**src/rtl/spi_sram_hold.sv**
```systemverilog
`timescale 1ns/1ps
module spi_sram_hold #(
  parameter int DEPTH = 131072,
  localparam int AW = $clog2(DEPTH)
) (
  input  logic          clk,
  input  logic          rst_n,
  input  logic          cs_n,
  input  logic          sck,
  input  logic          si,
  input  logic          hold_n,
  output logic          so,
  output logic          so_oe,
  output logic [AW-1:0] mem_addr,
  output logic          mem_we,
  output logic [7:0]    mem_wdata,
  output logic          mem_re,
  input  logic [7:0]    mem_rdata
);

  localparam logic [7:0] OP_WRITE = 8'h02;
  localparam logic [7:0] OP_READ  = 8'h03;
  localparam logic [4:0] ADDR_LAST = 5'd23;

  typedef enum logic [2:0] {PH_CMD, PH_ADDR, PH_WR, PH_RD, PH_SKIP} phase_t;

  phase_t        phase;
  logic          sck_q, seen_low, armed, paused, is_rd, drive;
  logic          rd_req, rd_vld, ld_pend, we_q, so_q;
  logic [4:0]    cnt;
  logic [7:0]    sh, nxt, obuf, wdata_q;
  logic [AW-1:0] addr;

  wire active    = armed & ~cs_n;
  wire rise      = sck & ~sck_q;
  wire fall      = ~sck & sck_q;
  wire pause_now = paused ? ~(hold_n & ~sck) : (~hold_n & ~sck);
  wire rise_ev   = active & rise & ~paused;
  wire fall_ev   = active & fall & ~paused;
  wire [7:0] byte_in = {sh[6:0], si};
  wire [AW-1:0] addr_inc = (addr == AW'(DEPTH-1)) ? '0 : addr + AW'(1);

  assign so        = so_q;
  assign so_oe     = ~cs_n & hold_n & drive;
  assign mem_addr  = addr;
  assign mem_we    = we_q;
  assign mem_wdata = wdata_q;
  assign mem_re    = rd_req;

  always_ff @(posedge clk or negedge rst_n) begin
    if (!rst_n) begin
      phase    <= PH_CMD;
      sck_q    <= 1'b0;
      seen_low <= 1'b0;
      armed    <= 1'b0;
      paused   <= 1'b0;
      is_rd    <= 1'b0;
      drive    <= 1'b0;
      rd_req   <= 1'b0;
      rd_vld   <= 1'b0;
      ld_pend  <= 1'b0;
      we_q     <= 1'b0;
      so_q     <= 1'b0;
      cnt      <= '0;
      sh       <= '0;
      nxt      <= '0;
      obuf     <= '0;
      wdata_q  <= '0;
      addr     <= '0;
    end else begin
      sck_q    <= sck;
      seen_low <= seen_low | ~cs_n;
      armed    <= armed | (seen_low & cs_n);
      rd_req   <= 1'b0;
      we_q     <= 1'b0;
      rd_vld   <= rd_req;
      if (rd_vld) begin
        nxt     <= mem_rdata;
        ld_pend <= 1'b1;
      end
      if (we_q) addr <= addr_inc;
      if (cs_n) begin
        phase   <= PH_CMD;
        cnt     <= '0;
        paused  <= 1'b0;
        drive   <= 1'b0;
        ld_pend <= 1'b0;
      end else begin
        paused <= pause_now;
        if (rise_ev) begin
          case (phase)
            PH_CMD: begin
              sh <= byte_in;
              if (cnt == 5'd7) begin
                cnt   <= '0;
                is_rd <= (byte_in == OP_READ);
                phase <= (byte_in == OP_READ || byte_in == OP_WRITE) ? PH_ADDR : PH_SKIP;
              end else cnt <= cnt + 5'd1;
            end
            PH_ADDR: begin
              addr <= {addr[AW-2:0], si};
              if (cnt == ADDR_LAST) begin
                cnt    <= '0;
                phase  <= is_rd ? PH_RD : PH_WR;
                rd_req <= is_rd;
              end else cnt <= cnt + 5'd1;
            end
            PH_WR: begin
              sh <= byte_in;
              if (cnt == 5'd7) begin
                cnt     <= '0;
                we_q    <= 1'b1;
                wdata_q <= byte_in;
              end else cnt <= cnt + 5'd1;
            end
            PH_RD: begin
              if (cnt == 5'd7) begin
                cnt    <= '0;
                addr   <= addr_inc;
                rd_req <= 1'b1;
              end else cnt <= cnt + 5'd1;
            end
            default: ;
          endcase
        end
        if (fall_ev && phase == PH_RD) begin
          drive <= 1'b1;
          if (ld_pend) begin
            so_q    <= nxt[7];
            obuf    <= {nxt[6:0], 1'b0};
            ld_pend <= 1'b0;
          end else begin
            so_q <= obuf[7];
            obuf <= {obuf[6:0], 1'b0};
          end
        end
      end
    end
  end

  AST_UNARMED_QUIET: assert property (@(posedge clk) disable iff (!rst_n)
    !armed |-> (!mem_we && !mem_re && !so_oe));
  AST_SO_ON_FALL_ONLY: assert property (@(posedge clk) disable iff (!rst_n)
    !(sck_q && !sck) |=> $stable(so));
  AST_WR_STEP: assert property (@(posedge clk) disable iff (!rst_n)
    mem_we |=> mem_addr == (($past(mem_addr) == AW'(DEPTH-1)) ? '0 : $past(mem_addr) + AW'(1)));
  AST_DESEL_CLEARS_POS: assert property (@(posedge clk) disable iff (!rst_n)
    $rose(cs_n) |=> cnt == '0);
  AST_PAUSE_KEEPS_POS: assert property (@(posedge clk) disable iff (!rst_n || cs_n)
    paused |=> $stable(cnt));
  AST_RW_EXCL: assert property (@(posedge clk) disable iff (!rst_n)
    !(mem_we && mem_re));

endmodule

```
**config.mk**
```make
export PLATFORM = sky130hd
export DESIGN_NAME = spi_sram_hold
export DESIGN_NICKNAME = d
export VERILOG_FILES = /design/src/rtl/spi_sram_hold.sv
export SDC_FILE = /design/constraint.sdc
export NUM_CORES = 1
export LEC_CHECK = 0
export CORE_MARGIN = 2
export CORE_UTILIZATION = 45
export DETAILED_ROUTE_END_ITERATION = 8
export MAX_ROUTING_LAYER = met4
export PLACE_DENSITY = 0.68
export SLEW_MARGIN = 15
export SYNTH_ARGS = -nofsm -noshare
export SYNTH_HDL_FRONTEND = slang
export SYNTH_SLANG_ARGS = --single-unit
```
**constraint.sdc**
```tcl
create_clock -name clk -period 5.6 [get_ports clk]
set_input_delay 0.56 -clock clk [delete_from_list [all_inputs] [get_ports clk]]
set_output_delay 0.56 -clock clk [all_outputs]
set_load 0.02 [all_outputs]
```
==> flow_metrics.tcl, run 1 <==
set metrics [dict create \
    cts_hold_buf 0 \
    period_share_pct 62.0 \
    crit_start "mem_addr[0]$_DFF_PN0_" \
    muxShareOfSynthArea_pct 12.0 \
    mostFrequentLayoutCells "66 x dfrtp_1, 41 x clkdlybuf4s50_1, 32 x nor2_1, 26 x o21ai_0, 25 x nand2_1" \
    final_cells 496 \
    placed_cell_area_um2 4010 \
    final_nets 406 \
    grt_overflow_total 0 \
    cp_slowest_cell "ha_1" \
    cp_data_required_time_ns 5.82 \
    crit_type "flop to flop" \
    drt_iter0_drc 224 \
    period_needed_ns 3.47 \
    synth_fa_ha_area_share_pct 1.06 \
    drt-total-wl_mm 7.81 \
    ir_drop_v 0.000154 \
    first_pass_iters 4 \
    max_stage_delay_ns 0.68 \
    fin_hold_ws_ns 0.387 \
    seq_area_frac_synth_pct 46.8 \
    vias 2863 \
    cts_inserted_buffers 9 \
    die_h_um 92.5 \
    critPathTopFamily "simple AND/OR/NAND/NOR gates" \
    setup_tns_ns 0 \
    dp.cells 480 \
    worst_pin_slew_ns 1.06 \
    htreeDepth 3 \
    ys_seq_elements 66 \
    io_buffers 42 \
    p_leak_nw 1.70 \
    cap_viol_max_count 0 \
    place_ws_ns 2.11 \
    antenna_cells 0 \
    clk_pin_slew_ns 0.08 \
    arrival_ns 3.70 \
    max_freq_ghz 0.288 \
    power.density_nw_per_um2 225 \
    worst_setup_path_start_kind "flop" \
    hold_viol_final 0 \
    dp_hpwl_mm 5.14 \
    status "finished, final reports clean" \
    path_buf_inv 0 \
    clock-sinks 66 \
    synth_compound_area_share_pct 17.4 \
    crit_chain "ha_1, nand4_1, nor4_1, and3_1, ha_1, nor2_1, a22oi_1, nor2_1, a311o_1" \
    layout-drive-gt1-share_pct 13.5 \
    synth-main-ff-cell "dfrtp_1" \
    fill_cells 670 \
    maxSlewHeadroom_pct 28.8 \
    grtUsageMet1_pct 27.2 \
    synth_nets 369 \
    yosys.cell_types.count 59 \
    ant_nets 0 \
    syn_inst 352 \
    crit_path_end_kind "flop" \
    clock_latency_ns 0.35 \
    hp-class "input port to async pin" \
    rsz0062_at_grt "false" \
    ctsResizeCount 0 \
    synth-xor-area-share_pct 0.993 \
    reg2reg_from "mem_addr[0]$_DFF_PN0_" \
    core_um2 7650 \
    dieArea_um2 8560 \
    fin_skew_ns 0.0111 \
    met2_usage_pct 28.8 \
    design_area_um2 4190 \
    io_pins 43 \
    synth_top_family_by_area "simple AND/OR/NAND/NOR gates" \
    grt_pass1_vias 2711 \
    grt_pass1_wl_mm 13.2 \
    grt-busiest-layer "met2" \
    start_util_pct 46.1 \
    areaGrowthSynthToFinish_pct 18.7 \
    syn_avg_cell_area_um2 10.0 \
    routabilityCongestion 0.986 \
    drc 0 \
    antenna_found_initial 0 \
    grt.total_usage_pct 19.9 \
    core.rowCount 32 \
    async_flop_share_pct 100 \
    routedWlPerCell_um 15.8 \
    yosysWarnings 0 \
    cts_tree "built" \
    maxSlewViolCount 0 \
    synthSimpleGateAreaFrac_pct 18.7 \
    vias_per_cell 5.77 \
    synth_area_um2 3530 \
    synth_edf_count 0 \
    grt_max_degree 67 \
    worst-path-max-fanout 24 \
    post-cts-setup-buffer-count 0 \
    clk_path_buf_depth 2 \
    fp.dieW_um 92.5 \
    worst_slack_ns 2.13 \
    setup_viol 0 \
    layout_commonest_cell "dfrtp_1" \
    gr-usage-met3_pct 3.58 \
    cts_root_buf "clkbuf_8" \
]
logic make-up after synthesis:
group | after synthesis
multiplexers | 36
adder cells (fa/ha/maj) | 3
flip-flops | 66
buffers and inverters | 25
AO/OA/AOI/OAI | 96
XOR/XNOR | 4
AND/OR/NAND/NOR | 122
flip-flops by register name, indices dropped and copies added (netlist names), 3 cells and up:
| register | flops |
|---|---|
| mem_addr | 17 |
| phase | 3 |
| cnt | 5 |
| sh | 7 |
| obuf | 7 |
| mem_wdata | 8 |
| nxt | 8 |
final timing paths:
path                                          to  slack, ns  depth (start not counted)
min in group clk                rd_vld$_DFF_PN0_       0.39                          0
min                        mem_addr[5]$_DFF_PN0_       0.39                          2
min reg2reg                     rd_vld$_DFF_PN0_       0.39                          0
max                        mem_addr[2]$_DFF_PN0_       2.13                          9
max reg2reg                mem_addr[2]$_DFF_PN0_       2.13                          9
max in group asynchronous      sh[2]$_DFFE_PN0P_       4.67                          2
power by group:
part / switching [mW] / total (mW) / internal [mW]
Combinational: 0.0267 / 0.0585 / 0.0319
Clock: 0.200 / 0.363 / 0.163
Sequential: 0.0204 / 0.518 / 0.498
Total: 0.247 / 0.940 / 0.693
cells in the mapped netlist, types with 3 or more instances:
master / n / area [um^2]
nor2b_1: 5 / 31.3
o211ai_1: 4 / 30.0
nor4_1: 5 / 31.3
o21ai_0: 26 / 130
inv_1: 4 / 15.0
o22ai_1: 4 / 25.0
a21o_1: 3 / 22.5
xor2_1: 3 / 26.3
dfrtp_1: 66 / 1650
a31oi_1: 4 / 25.0
and3_1: 10 / 62.6
nor2_1: 32 / 120
nand3_1: 9 / 45.0
a211oi_1: 4 / 30.0
buf_2: 3 / 15.0
mux2_2: 17 / 191
a22oi_1: 5 / 37.5
mux2_4: 8 / 120
mux2i_1: 11 / 110
nand4_1: 5 / 31.3
a21oi_1: 24 / 120
nor3_1: 11 / 55.1
clkbuf_1: 14 / 52.6
ha_1: 3 / 37.5
nand2_1: 25 / 93.8
a221oi_1: 3 / 26.3
final cells by class:
type / instances / area [um^2] / area share, %
Clock buffer: 9 / 124 / 2.96
Clock inverter: 7 / 51.3 / 1.23
Inverter: 5 / 18.8 / 0.448
Multi-Input combinational cell: 261 / 1770 / 42.2
Sequential cell: 66 / 1650 / 39.5
Tap cell: 102 / 128 / 3.05
Timing Repair Buffer: 46 / 445 / 10.6
through the flow:
step                      util (%)  total power [mW]
after global placement        52.4             0.586
after detailed placement      52.4             0.588
after CTS                     54.7             0.952
after global routing          54.7             0.982
after floorplan                  -             0.557
final                         54.7             0.940
per-layer routing:
| metal | up-vias | routed length (um) |
|---|---|---|
| li1 | 1384 | - |
| met4 | 0 | 145 |
| met2 | 85 | 3500 |
| met3 | 12 | 403 |
| met1 | 1382 | 3760 |
| met5 | - | 0 |
Power figures use the tool's default switching activity.
==> run 2: changes to the inputs <==
Settings changed: PLACE_DENSITY 0.68 to 0.7.
Clock period 5.6 ns to 2.8 ns, I/O delays scaled along.
==> flow_metrics.tcl, run 2 (synthesis gave the netlist of run 1 again) <==
set metrics [dict create \
    status "finished, final reports clean" \
    p_leak_nw 1.80 \
    rsz0062_at_grt "false" \
    post-cts-setup-buffer-count 0 \
    setup_viol 0 \
    clock_latency_ns 0.34 \
    worst_setup_path_start_kind "flop" \
    cts_tree "built" \
    fill_cells 660 \
    layout-drive-gt1-share_pct 18.4 \
    routedWlPerCell_um 16.3 \
    areaGrowthSynthToFinish_pct 23.8 \
    drc 0 \
    largest_reg_flops 17 \
    hp-class "input port to async pin" \
    crit_chain "ha_1, nand4_1, nor4_2, and3_1, ha_4, buf_4, nor2_1, o21ai_0, a21oi_1, a311o_1" \
    path_buf_inv 1 \
    clock-sinks 66 \
    dp_hpwl_mm 5.77 \
    io_buffers 42 \
    worst_pin_slew_ns 0.832 \
    dp.cells 501 \
    placed_cell_area_um2 4180 \
    cts_root_buf "clkbuf_8" \
    cts_hold_buf 0 \
    start_util_pct 46.1 \
    vias 2993 \
    cap_viol_max_count 0 \
    core.rowCount 32 \
    grt.total_usage_pct 21.3 \
    max_freq_ghz 0.396 \
    fp.dieW_um 92.5 \
    clk_path_buf_depth 2 \
    mostFrequentLayoutCells "65 x dfrtp_1, 41 x clkdlybuf4s50_1, 32 x nor2_1, 26 x o21ai_0" \
    final_nets 427 \
    clk_pin_slew_ns 0.08 \
    hold_viol_final 0 \
    io_pins 43 \
    maxSlewHeadroom_pct 44.5 \
    drt-total-wl_mm 8.39 \
    antenna_cells 0 \
    grt_pass1_wl_mm 14.1 \
    place_ws_ns 0.155 \
    fin_skew_ns 0.00993 \
    arrival_ns 2.75 \
    layout_commonest_cell "dfrtp_1" \
    antenna_found_initial 0 \
    crit_type "flop to flop" \
    design_area_um2 4370 \
    fin_hold_ws_ns 0.122 \
    cts_inserted_buffers 9 \
    routabilityCongestion 0.896 \
    core_um2 7650 \
    first_pass_iters 4 \
    setup_tns_ns 0 \
    drt_iter0_drc 168 \
    period_share_pct 90.2 \
    die_h_um 92.5 \
    cp_slowest_cell "dfrtp_2" \
    period_needed_ns 2.52 \
    regArea_um2 1650 \
    ir_drop_v 0.000318 \
    maxSlewViolCount 0 \
    worst_slack_ns 0.275 \
    cp_data_required_time_ns 3.03 \
    power.density_nw_per_um2 433 \
    crit_path_end_kind "flop" \
    worst-path-max-fanout 10 \
    grt_overflow_total 0 \
    critPathTopFamily "simple AND/OR/NAND/NOR gates" \
    multi_input_area_um2 1790 \
    ant_nets 0 \
    ctsResizeCount 0 \
    final_cells 516 \
    grt_pass1_vias 2990 \
    grt_max_degree 67 \
    dieArea_um2 8560 \
    htreeDepth 3 \
    vias_per_cell 5.80 \
    max_stage_delay_ns 0.45 \
]
run 2: changes by cell type in the layout (fill, tap and decap cells not counted), sizes merged:
cell	delta
buf	+21
inv	-2
clkbuf	+1
clkinv	-1
clkinvlp	+1
run 2: worst paths after layout:
check / end / startpoint / cells after the start / slack [ns]
setup / recovery: mem_addr[2]$_DFF_PN0_ / mem_addr[0]$_DFF_PN0_ / 10 / 0.28
hold / removal: mem_addr[3]$_DFF_PN0_ / rst_n / 2 / 0.12
setup reg to reg: mem_addr[2]$_DFF_PN0_ / mem_addr[0]$_DFF_PN0_ / 10 / 0.28
hold reg to reg: rd_vld$_DFF_PN0_ / mem_re$_DFF_PN0_ / 0 / 0.38
max in group asynchronous: mem_addr[0]$_DFF_PN0_ / rst_n / 2 / 2.11
min in group clk: rd_vld$_DFF_PN0_ / mem_re$_DFF_PN0_ / 0 / 0.38
run 2: layout make-up:
| type | instances | share of cell area [%] |
|---|---|---|
| Clock buffer | 10 | 3.15 |
| Multi-Input combinational cell | 261 | 40.9 |
| Sequential cell | 66 | 37.9 |
| Timing Repair Buffer | 67 | 13.8 |
| Tap cell | 102 | 2.92 |
| Clock inverter | 5 | 0.917 |
| Inverter | 5 | 0.430 |
run 2: power breakdown:
group	switching [mW]	internal, mW
combinational	0.0548	0.0660
clock	0.387	0.345
sequential	0.0421	0.996
run 2: worst reg2reg max path, cell delays in order, from the launching register on:
cell,delay [ns]
dfrtp_2,0.45
ha_1,0.26
nand4_1,0.17
nor4_2,0.32
and3_1,0.24
ha_4,0.20
buf_4,0.17
nor2_1,0.04
o21ai_0,0.15
a21oi_1,0.09
a311o_1,0.31
run 2: metrics by stage:
step / total power [mW] / utilization, %
floorplan: 1.11 / -
CTS: 1.92 / 56.9
finish: 1.89 / 57.1
global route: 1.98 / 57.1
detailed placement: 1.18 / 54.6
global placement: 1.17 / 54.6
run 2: routing by layer:
metal	vias to the layer above	GRT usage, %	routed length, um
met5	-	-	0
met4	0	8.58	129
met3	12	4.64	533
met2	114	33.8	4080
met1	1435	26.7	3650
li1	1432	-	-
